$ cat src/rtl/pdw_pkg.sv
`timescale 1ns/1ps
package pdw_pkg;

  typedef enum logic [1:0] {
    ST_RUN   = 2'd0,
    ST_SLEEP = 2'd1,
    ST_WARM  = 2'd2,
    ST_RHOLD = 2'd3
  } pdw_state_e;

  typedef enum logic {
    CAUSE_IRQ = 1'b0,
    CAUSE_RST = 1'b1
  } pdw_cause_e;

  // last cycle of an interval of len cycles counted from zero
  function automatic logic cnt_is_last(input int unsigned cnt, input int unsigned len);
    return cnt == (len - 1);
  endfunction

  function automatic int unsigned max_u(input int unsigned a, input int unsigned b);
    return (a > b) ? a : b;
  endfunction

  // any gated interrupt-type wake request
  function automatic logic irq_hit(input logic any_src, input logic gie);
    return any_src & gie;
  endfunction

endpackage

$ cat src/rtl/pdw_wake_detect.sv
`timescale 1ns/1ps
module pdw_wake_detect #(
  parameter int N_XIRQ = 2
) (
  input  logic              ext_rst_i,
  input  logic              gie_i,
  input  logic [N_XIRQ-1:0] xirq_i,
  input  logic [N_XIRQ-1:0] xirq_en_i,
  input  logic              ring_i,
  input  logic              ring_en_i,
  output logic              wake_rst_o,
  output logic              wake_irq_o
);
  import pdw_pkg::*;

  localparam int N_SRC = N_XIRQ + 1;

  logic [N_SRC-1:0] src_hit;

  genvar g;
  generate
    for (g = 0; g < N_XIRQ; g++) begin : g_xirq
      assign src_hit[g] = xirq_i[g] & xirq_en_i[g];
    end
  endgenerate
  assign src_hit[N_XIRQ] = ring_i & ring_en_i;

  assign wake_rst_o = ext_rst_i;
  assign wake_irq_o = irq_hit(|src_hit, gie_i);

endmodule

$ cat src/rtl/pdw_warm_counter.sv
`timescale 1ns/1ps
module pdw_warm_counter #(
  parameter int WIDTH = 17
) (
  input  logic             clk,
  input  logic             rst_n,
  input  logic             clr_i,
  input  logic             inc_i,
  output logic [WIDTH-1:0] cnt_o
);
  always_ff @(posedge clk or negedge rst_n) begin
    if (!rst_n)      cnt_o <= '0;
    else if (clr_i)  cnt_o <= '0;
    else if (inc_i)  cnt_o <= cnt_o + 1'b1;
  end
endmodule

$ cat src/rtl/pdw_out_decode.sv
`timescale 1ns/1ps
module pdw_out_decode (
  input  pdw_pkg::pdw_state_e st_i,
  input  pdw_pkg::pdw_cause_e cause_i,
  input  logic                rc_mode_i,
  input  logic                cnt_zero_i,
  input  logic                warm_last_i,
  output logic                core_clk_en_o,
  output logic                rc_clk_sel_o,
  output logic                port_hold_o,
  output logic                int_rst_o,
  output logic                irq_resume_o,
  output logic                warm_done_o
);
  import pdw_pkg::*;

  logic in_warm;
  logic irq_cause;

  assign in_warm   = (st_i == ST_WARM);
  assign irq_cause = (cause_i == CAUSE_IRQ);

  always_comb begin
    core_clk_en_o = (st_i == ST_RUN) || (st_i == ST_RHOLD) || (in_warm && rc_mode_i);
    rc_clk_sel_o  = in_warm && rc_mode_i;
    port_hold_o   = (st_i == ST_SLEEP) || (in_warm && !rc_mode_i);
    int_rst_o     = (in_warm && !irq_cause) || (st_i == ST_RHOLD);
    irq_resume_o  = in_warm && irq_cause && (rc_mode_i ? cnt_zero_i : warm_last_i);
    warm_done_o   = warm_last_i;
  end
endmodule

$ cat src/rtl/pdw_seq.sv
`timescale 1ns/1ps
module pdw_seq #(
  parameter int N_XIRQ      = 2,
  parameter int WARM_CYCLES = 65536,
  parameter int RST_HOLD    = 2
) (
  input  logic              clk,
  input  logic              rst_n,
  input  logic              pd_req_i,
  input  logic              rc_sel_i,
  input  logic              ext_rst_i,
  input  logic              gie_i,
  input  logic [N_XIRQ-1:0] xirq_i,
  input  logic [N_XIRQ-1:0] xirq_en_i,
  input  logic              ring_i,
  input  logic              ring_en_i,
  output logic              core_clk_en_o,
  output logic              rc_clk_sel_o,
  output logic              port_hold_o,
  output logic              int_rst_o,
  output logic              irq_resume_o,
  output logic              warm_done_o
);
  import pdw_pkg::*;

  localparam int unsigned SPAN  = max_u(WARM_CYCLES, RST_HOLD);
  localparam int          CNT_W = $clog2(SPAN + 1);

  pdw_state_e       st_q, st_d;
  pdw_cause_e       cause_q;
  logic             rc_mode_q;
  logic [CNT_W-1:0] cnt;

  // named internal events, also used by the checker
  logic wake_rst, wake_irq;
  logic pd_accept, wake_take, warm_last, hold_last, cnt_zero;

  pdw_wake_detect #(.N_XIRQ(N_XIRQ)) u_wake (
    .ext_rst_i (ext_rst_i),
    .gie_i     (gie_i),
    .xirq_i    (xirq_i),
    .xirq_en_i (xirq_en_i),
    .ring_i    (ring_i),
    .ring_en_i (ring_en_i),
    .wake_rst_o(wake_rst),
    .wake_irq_o(wake_irq)
  );

  assign pd_accept = (st_q == ST_RUN) && pd_req_i && !ext_rst_i;
  assign wake_take = (st_q == ST_SLEEP) && (wake_rst || wake_irq);
  assign cnt_zero  = (cnt == '0);
  assign warm_last = (st_q == ST_WARM)  && cnt_is_last(32'(cnt), WARM_CYCLES);
  assign hold_last = (st_q == ST_RHOLD) && cnt_is_last(32'(cnt), RST_HOLD);

  pdw_warm_counter #(.WIDTH(CNT_W)) u_cnt (
    .clk  (clk),
    .rst_n(rst_n),
    .clr_i(pd_accept || wake_take || warm_last),
    .inc_i((st_q == ST_WARM) || (st_q == ST_RHOLD)),
    .cnt_o(cnt)
  );

  always_comb begin
    st_d = st_q;
    unique case (st_q)
      ST_RUN:   if (pd_accept) st_d = ST_SLEEP;
      ST_SLEEP: if (wake_take) st_d = ST_WARM;
      ST_WARM:  if (warm_last) st_d = (cause_q == CAUSE_RST) ? ST_RHOLD : ST_RUN;
      ST_RHOLD: if (hold_last) st_d = ST_RUN;
      default:  st_d = ST_RUN;
    endcase
  end

  always_ff @(posedge clk or negedge rst_n) begin
    if (!rst_n) begin
      st_q      <= ST_RUN;
      cause_q   <= CAUSE_IRQ;
      rc_mode_q <= 1'b0;
    end else begin
      st_q <= st_d;
      if (wake_take) begin
        cause_q   <= wake_rst ? CAUSE_RST : CAUSE_IRQ;
        rc_mode_q <= rc_sel_i;
      end
    end
  end

  pdw_out_decode u_out (
    .st_i         (st_q),
    .cause_i      (cause_q),
    .rc_mode_i    (rc_mode_q),
    .cnt_zero_i   (cnt_zero),
    .warm_last_i  (warm_last),
    .core_clk_en_o(core_clk_en_o),
    .rc_clk_sel_o (rc_clk_sel_o),
    .port_hold_o  (port_hold_o),
    .int_rst_o    (int_rst_o),
    .irq_resume_o (irq_resume_o),
    .warm_done_o  (warm_done_o)
  );

endmodule

$ cat config.mk
export PLATFORM = sky130hd
export DESIGN_NAME = pdw_seq
export DESIGN_NICKNAME = d
export VERILOG_FILES = /design/src/rtl/pdw_pkg.sv /design/src/rtl/pdw_wake_detect.sv /design/src/rtl/pdw_warm_counter.sv /design/src/rtl/pdw_out_decode.sv /design/src/rtl/pdw_seq.sv
export SDC_FILE = /design/constraint.sdc
export NUM_CORES = 1
export LEC_CHECK = 0
export BUFFER_PORTS_ARGS = -buffer_cell sky130_fd_sc_hd__buf_2
export CORE_AREA = 2 2 56 58
export DETAILED_ROUTE_END_ITERATION = 12
export DIE_AREA = 0 0 58 60
export PLACE_DENSITY = 0.77
export SYNTH_ARGS = -nofsm -noshare
export SYNTH_HDL_FRONTEND = slang
export SYNTH_HIERARCHICAL = 1
export SYNTH_SLANG_ARGS = --single-unit
$ cat constraint.sdc
create_clock -name clk -period 3 [get_ports clk]
set_clock_uncertainty 0.05 [all_clocks]
set_input_delay 0.6 -clock clk [delete_from_list [all_inputs] [get_ports clk]]
set_output_delay 0.6 -clock clk [all_outputs]
set_load 0.05 [all_outputs]
==> results.md, run 1 <==
* H-tree levels at 1
* Sequential-to-total area share from yosys stat at 38.4%
* PD cells at 790 nW/um^2
* Tightest Pin Transition at 465 ps
* Fin. max-slew vios at 0
* Final setup viols at 0
* RSZ-0062 raised after global routing: no
* Max FO, Critical Path at 7
* Global-route wire length before repair at 4640 um
* Worst hold-check path type: input port to asynchronous set/reset pin
* Core area at 2900 um^2
* Outcome: completed
* Drt pass-1 iters at 4
* Ports at 18
* Final Cycle Share at 92.9%
* Final wirelength at 2830 um
* Via-to-Cell Ratio at 5.86
* CTS tree: built
* Port buffer count at 17
* Design Power at 1.20 mW
* CTS-repair resized insts at 0
* Initial antenna violation count at 0
* Slowest stage delay, CP at 510 ps
* Cell variety after synth at 49
* Commonest cells after routing, fill and taps aside: dfrtp_1, nor2_1, buf_2
* Clk_lat worst skew at 310 ps
* Clock buffer depth at 2
* Avg WL per Cell at 14.5 um
* DP Wirelength at 2130 um
* DP Cell Count at 191
* Die W at 58 um
* GP Congestion at 0.836
* Largest net degree at the start of global routing at 22
* Number of global-route vias before repair at 1,031
* CP Data Required Time at 3200 ps
* Row Count at 20
* Clk root buf: clkbuf_4
* Avg Inst Size Synth at 9.58 um^2
* Crit. Startpoint: u_cnt/cnt_o[4]
* Diode count at 0
* WS Path Type: register to register
* TritonCTS Buffers at 3
* CP Launch Type: register
* P&R area growth vs syn at 10.9%
* Final Hold Viols at 0
* Register bit total from synthesis at 21
* CTS Hold Bufs at 0
* Mapped Nets at 159
* Minimum clock period at 2790 ps
* Critical R2R Launch: u_cnt/cnt_o[4]
* Die height at 60 um
* Ys Warns at 6
* Synthesized area at 1370 um^2
* Post-route DRC violation count at 0
* Nets at 179
* CP arrival at 2980 ps
* Crit-path cells: nand4_1 -> nor3_2 -> and4b_1 -> or2_1 -> o211ai_1 -> or3_4 -> or4_1 -> a21oi_1
* Max Cap Viol at 0
* Vias at 1,142
* Non-Filler Instances at 195
* Most common cell after layout, fill and taps aside: dfrtp_1
* Relative slew slack at 69.0%
* Maximum vdd ir drop at 0.967 mV
* Slowest CP cell: or4_1
* Post-CTS setup buffer count at 0
* Layout cells sized above 1 at 25.9%
* Clock sink total at 21
* Setup tns final at 0 ps
* Total global routing overflow at 0
* Routed Antenna Nets at 0
* GR Util All Layers at 17.3%
* Post-synthesis instance total at 143
* Max Clk Rate at 359 MHz
* Final instance area at 1520 um^2
* Clock Pin Slew Worst Setup and Hold Paths at 110 ps
* Post-place instance area at 1490 um^2
* Leak at 0.700 nW
* CP Capture Type: register
* Starting Density at 47.2%
* First-iteration detailed-routing DRC count at 56
* Full die area at 3480 um^2
-- layout make-up --
type / instances / area, um^2
clock buffer: 4 / 26.3
tap: 33 / 41.3
fill: 255 / 1380
sequential: 21 / 526
multi-input combinational: 109 / 777
timing repair buffer: 23 / 130
inverter: 5 / 18.8
-- sequential cells by signal (all words and copies together), names as in the netlist --
name         flops
rc_mode_q        1
u_cnt/cnt_o     17
cause_q          1
st_q             2
-- power by group --
part           internal [mW]  switching [mW]  total (mW)
Clock                 0.0521          0.0869       0.139
Sequential             0.340          0.0736       0.413
Combinational          0.243           0.405       0.648
Total                  0.634           0.566        1.20
-- worst paths after layout --
check,to,cells past startpoint,slack (ps)
worst min register to register,st_q[0],2,550
min in group clk,rc_mode_q,2,470
max in group asynchronous,st_q[0],1,2410
worst max register to register,u_cnt/cnt_o[15],8,210
worst max-delay path,u_cnt/cnt_o[15],8,210
worst min-delay path,rc_mode_q,1,170
-- stage by stage --
step	utilization, %	worst slack, ps	hold slack, ps
2_1_floorplan	-	452	254
3_3_place_gp	51.4	218	510
3_5_place_dp	51.4	114	522
4_1_cts	52.3	228	199
5_1_grt	52.3	29.4	208
6_report	52.3	214	172
-- logic make-up after synthesis --
group | Yosys count | synth area share, %
muxes | 4 | 3.10
xor gates and xnor gates | 11 | 7.03
and+or+nand+nor | 70 | 33.0
AOI/OAI and AO/OA | 20 | 9.96
adders and majority gates | 4 | 3.65
DFF | 21 | 38.4
buffers and inverters | 13 | 4.93
-- worst max-delay path: cells and delay by family (launching register included) --
family | cells | cell delay, ps
compound gates | 2 | 340
flops | 1 | 500
simple gates | 6 | 1820
-- cells in the mapped netlist, drive strengths merged --
master | count | area, um^2
nor2b | 3 | 18.8
ha | 4 | 50.1
nand2 | 7 | 26.3
nor2 | 17 | 63.8
clkbuf | 1 | 3.75
nand4 | 9 | 71.3
a311oi | 1 | 8.76
and2 | 1 | 8.76
nor4b | 1 | 8.76
a31o | 1 | 8.76
o31ai | 1 | 7.51
or3 | 3 | 26.3
a22o | 1 | 8.76
a21o | 2 | 17.5
a21oi | 6 | 30.0
a211oi | 1 | 7.51
or4b | 1 | 10.0
nor3b | 3 | 32.5
mux2i | 2 | 20.0
and4b | 1 | 10.0
o21ai | 4 | 20.0
o211ai | 1 | 7.51
nand3 | 7 | 35.0
nor4 | 5 | 46.3
and3 | 2 | 13.8
buf | 7 | 45.0
inv | 5 | 18.8
dfrtp | 21 | 526
xor2 | 7 | 61.3
or4 | 1 | 7.51
a222oi | 1 | 10.0
and4 | 2 | 18.8
or2 | 2 | 12.5
nor3 | 3 | 20.0
o211a | 1 | 10.0
xnor2 | 4 | 35.0
and4bb | 1 | 12.5
or3b | 1 | 8.76
mux2 | 2 | 22.5
-- routing by layer --
layer	track usage, %	vias up	share of wire (%)
li1	-	553	-
met1	20.8	549	44
met2	32.0	38	50
met3	2.60	2	5.5
met4	4.98	0	0.88
met5	0	-	0
(Power assumes the default switching activity.)
==> run 2: changes to the inputs <==
- PLACE_DENSITY: 0.77 -> 0.68
- clock period: 3 -> 3.5 ns (I/O delays scaled with it)
==> run 2 against run 1 <==
Utilization decreased by 0.99 points. Largest cell class unchanged. Highest routed layer unchanged. Via count down 2.5%. Worst setup slack improved by 490 ps.
==> results.md, run 2 (same netlist as run 1, synthesis figures left out) <==
* Design Power at 0.990 mW (-17%)
* Final Cycle Share at 79.8%
* GP Congestion at 0.830 (-0.65%)
* First-iteration detailed-routing DRC count at 58 (+3.6%)
* Final Hold Viols at 0 (unchanged)
* Final hold slack at 276 ps (+104 ps)
* Clock buffer depth at 2 (unchanged)
* Die height at 60 um (unchanged)
* Largest register FFs at 17 (unchanged)
* Max Cap Viol at 0 (unchanged)
* CP Launch Type: register
* CP Capture Type: primary output
* WP buf/inv at 1 (+1)
* DP Cell Count at 187 (-2.1%)
* PD cells at 665 nW/um^2 (-16%)
* Via-to-Cell Ratio at 5.83 (-0.41%)
* Maximum vdd ir drop at 0.718 mV (-26%)
* Commonest cells after routing, fill and taps aside: dfrtp_1, nor2_1, buf_2
* Max FO, Critical Path at 7 (unchanged)
* Comb pwr share at 49.1% (-4.9 points)
* Top reg by flops: u_cnt/cnt_o
* Worst hold-check path type: input port to asynchronous set/reset pin
* Sequential share of power at 39.0% (+4.5 points)
* Minimum clock period at 2790 ps
* Post-route DRC violation count at 0 (unchanged)
* Total global routing overflow at 0 (unchanged)
* Largest net degree at the start of global routing at 22 (unchanged)
* Vias at 1,114 (-2.5%)
* Fin util at 51.3% (-0.99 points)
* Post-CTS setup buffer count at 0 (unchanged)
* Port buffer count at 17 (unchanged)
* Number of global-route vias before repair at 1,063 (+3.1%)
* DP Wirelength at 2030 um (-4.5%)
* Top Registers: u_cnt/cnt_o: 17 flops, st_q: 2 flops
* Setup tns final at 0 ps (unchanged)
* Leak at 0.683 nW (-2.5%)
* Fin. max-slew vios at 0 (unchanged)
* CTS Hold Bufs at 0 (unchanged)
* TritonCTS Buffers at 3 (unchanged)
* Relative slew slack at 68.2% (-0.75 points)
* Final wirelength at 2800 um (-0.95%)
* Slowest CP cell: dfrtp_1
* Avg WL per Cell at 14.7 um (+1.1%)
* NetSw at 0.477 mW (-16%)
* H-tree levels at 1 (unchanged)
* Global-route wire length before repair at 4840 um (+4.2%)
* Non-Filler Instances at 191 (-2.1%)
* Final setup viols at 0 (unchanged)
* Starting Density at 47.2% (unchanged)
* Max Clk Rate at 358 MHz
* Clk root buf: clkbuf_4
* Clock sink total at 21 (unchanged)
* GR Util All Layers at 18.0% (+0.69 points)
* Final WS setup at 707 ps (+493 ps)
* Ports at 18 (unchanged)
* Switch share at 48.1% (+1.0 points)
* Row Count at 20 (unchanged)
* Clk pwr share at 11.9% (+0.3 points)
* CP top delay family: simple AND/OR/NAND/NOR gates
* CTS tree: built
* Critical R2R Launch: u_cnt/cnt_o[7]
* Routed Antenna Nets at 0 (unchanged)
* Layout cells sized above 1 at 24.7% (-1.2 points)
* Crit. Startpoint: u_cnt/cnt_o[7]
* Crit-path cells: nand4_1 -> nor3_2 -> and4b_1 -> mux2i_1 -> nor3b_2 -> buf_2
* Final instance area at 1490 um^2 (-1.9%)
* Clock Pin Slew Worst Setup and Hold Paths at 120 ps (about the same)
* RSZ-0062 raised after global routing: no
* Int Pwr at 0.514 mW (-19%)
* Most common cell after layout, fill and taps aside: dfrtp_1
* P&R area growth vs syn at 8.77%
* Diode count at 0 (unchanged)
* Outcome: completed
* Tightest Pin Transition at 476 ps (+11.2 ps)
* CP arrival at 2040 ps (-940 ps)
* Place WS at 501 ps (+387 ps)
* CTS-repair resized insts at 0 (unchanged)
* Full die area at 3480 um^2 (unchanged)
* CP Data Required Time at 2750 ps (-450 ps)
* Clk_lat worst skew at 310 ps (about the same)
* Die W at 58 um (unchanged)
* WS Path Type: register to primary output
* Drt pass-1 iters at 4 (unchanged)
* Slowest stage delay, CP at 500 ps (about the same)
* Core area at 2900 um^2 (unchanged)
* Nets at 175 (-2.2%)
* Post-place instance area at 1460 um^2 (-2.0%)
* Initial antenna violation count at 0 (unchanged)
[run 2: metal layers]
layer | vias up | global-route usage [%] | routed length (um) | share of wire (%)
met5 | - | 0 | 0 | 0
met4 | 0 | 7.64 | 35 | 1.2
met3 | 4 | 2.38 | 121 | 4.3
met2 | 26 | 29.4 | 1360 | 48
met1 | 534 | 24.0 | 1290 | 46
li1 | 550 | - | - | -
[run 2: power by group through the flow]
| stage | Combinational [mW] | Clock, mW | Sequential, mW |
|---|---|---|---|
| final | 0.487 | 0.118 | 0.386 |
| after floorplan | 0.420 | 0 | 0.361 |
| after detailed placement | 0.492 | 0 | 0.391 |
| after global placement | 0.480 | 0 | 0.386 |
| after global routing | 0.541 | 0.135 | 0.397 |
| after CTS | 0.493 | 0.127 | 0.385 |
[run 2: layout make-up]
type,count,area [um^2]
inverters,5,18.8
flip-flops and latches,21,526
repair buffers,19,100
fillers,284,1410
clock inverters,1,5.00
clock buffers,3,22.5
multi-input cells,109,777
well taps,33,41.3
[run 2: worst register-to-register path: stages, from the launching register on]
cell and delay [ps]:
dfrtp_1 500, nand4_1 170, nor3_2 270, and4b_1 270
or2_1 250, o211ai_1 170, or3_4 380, or4_1 510
a21oi_1 160
[run 2: final timing paths]
kind                                    to  slack, ps  cells after the start
max                           irq_resume_o        710                      6
min in group clk           u_cnt/cnt_o[15]        560                      2
max reg2reg                u_cnt/cnt_o[15]        710                      8
min                        u_cnt/cnt_o[11]        280                      1
max in group asynchronous   u_cnt/cnt_o[4]       2790                      1
min reg2reg                u_cnt/cnt_o[15]        560                      2
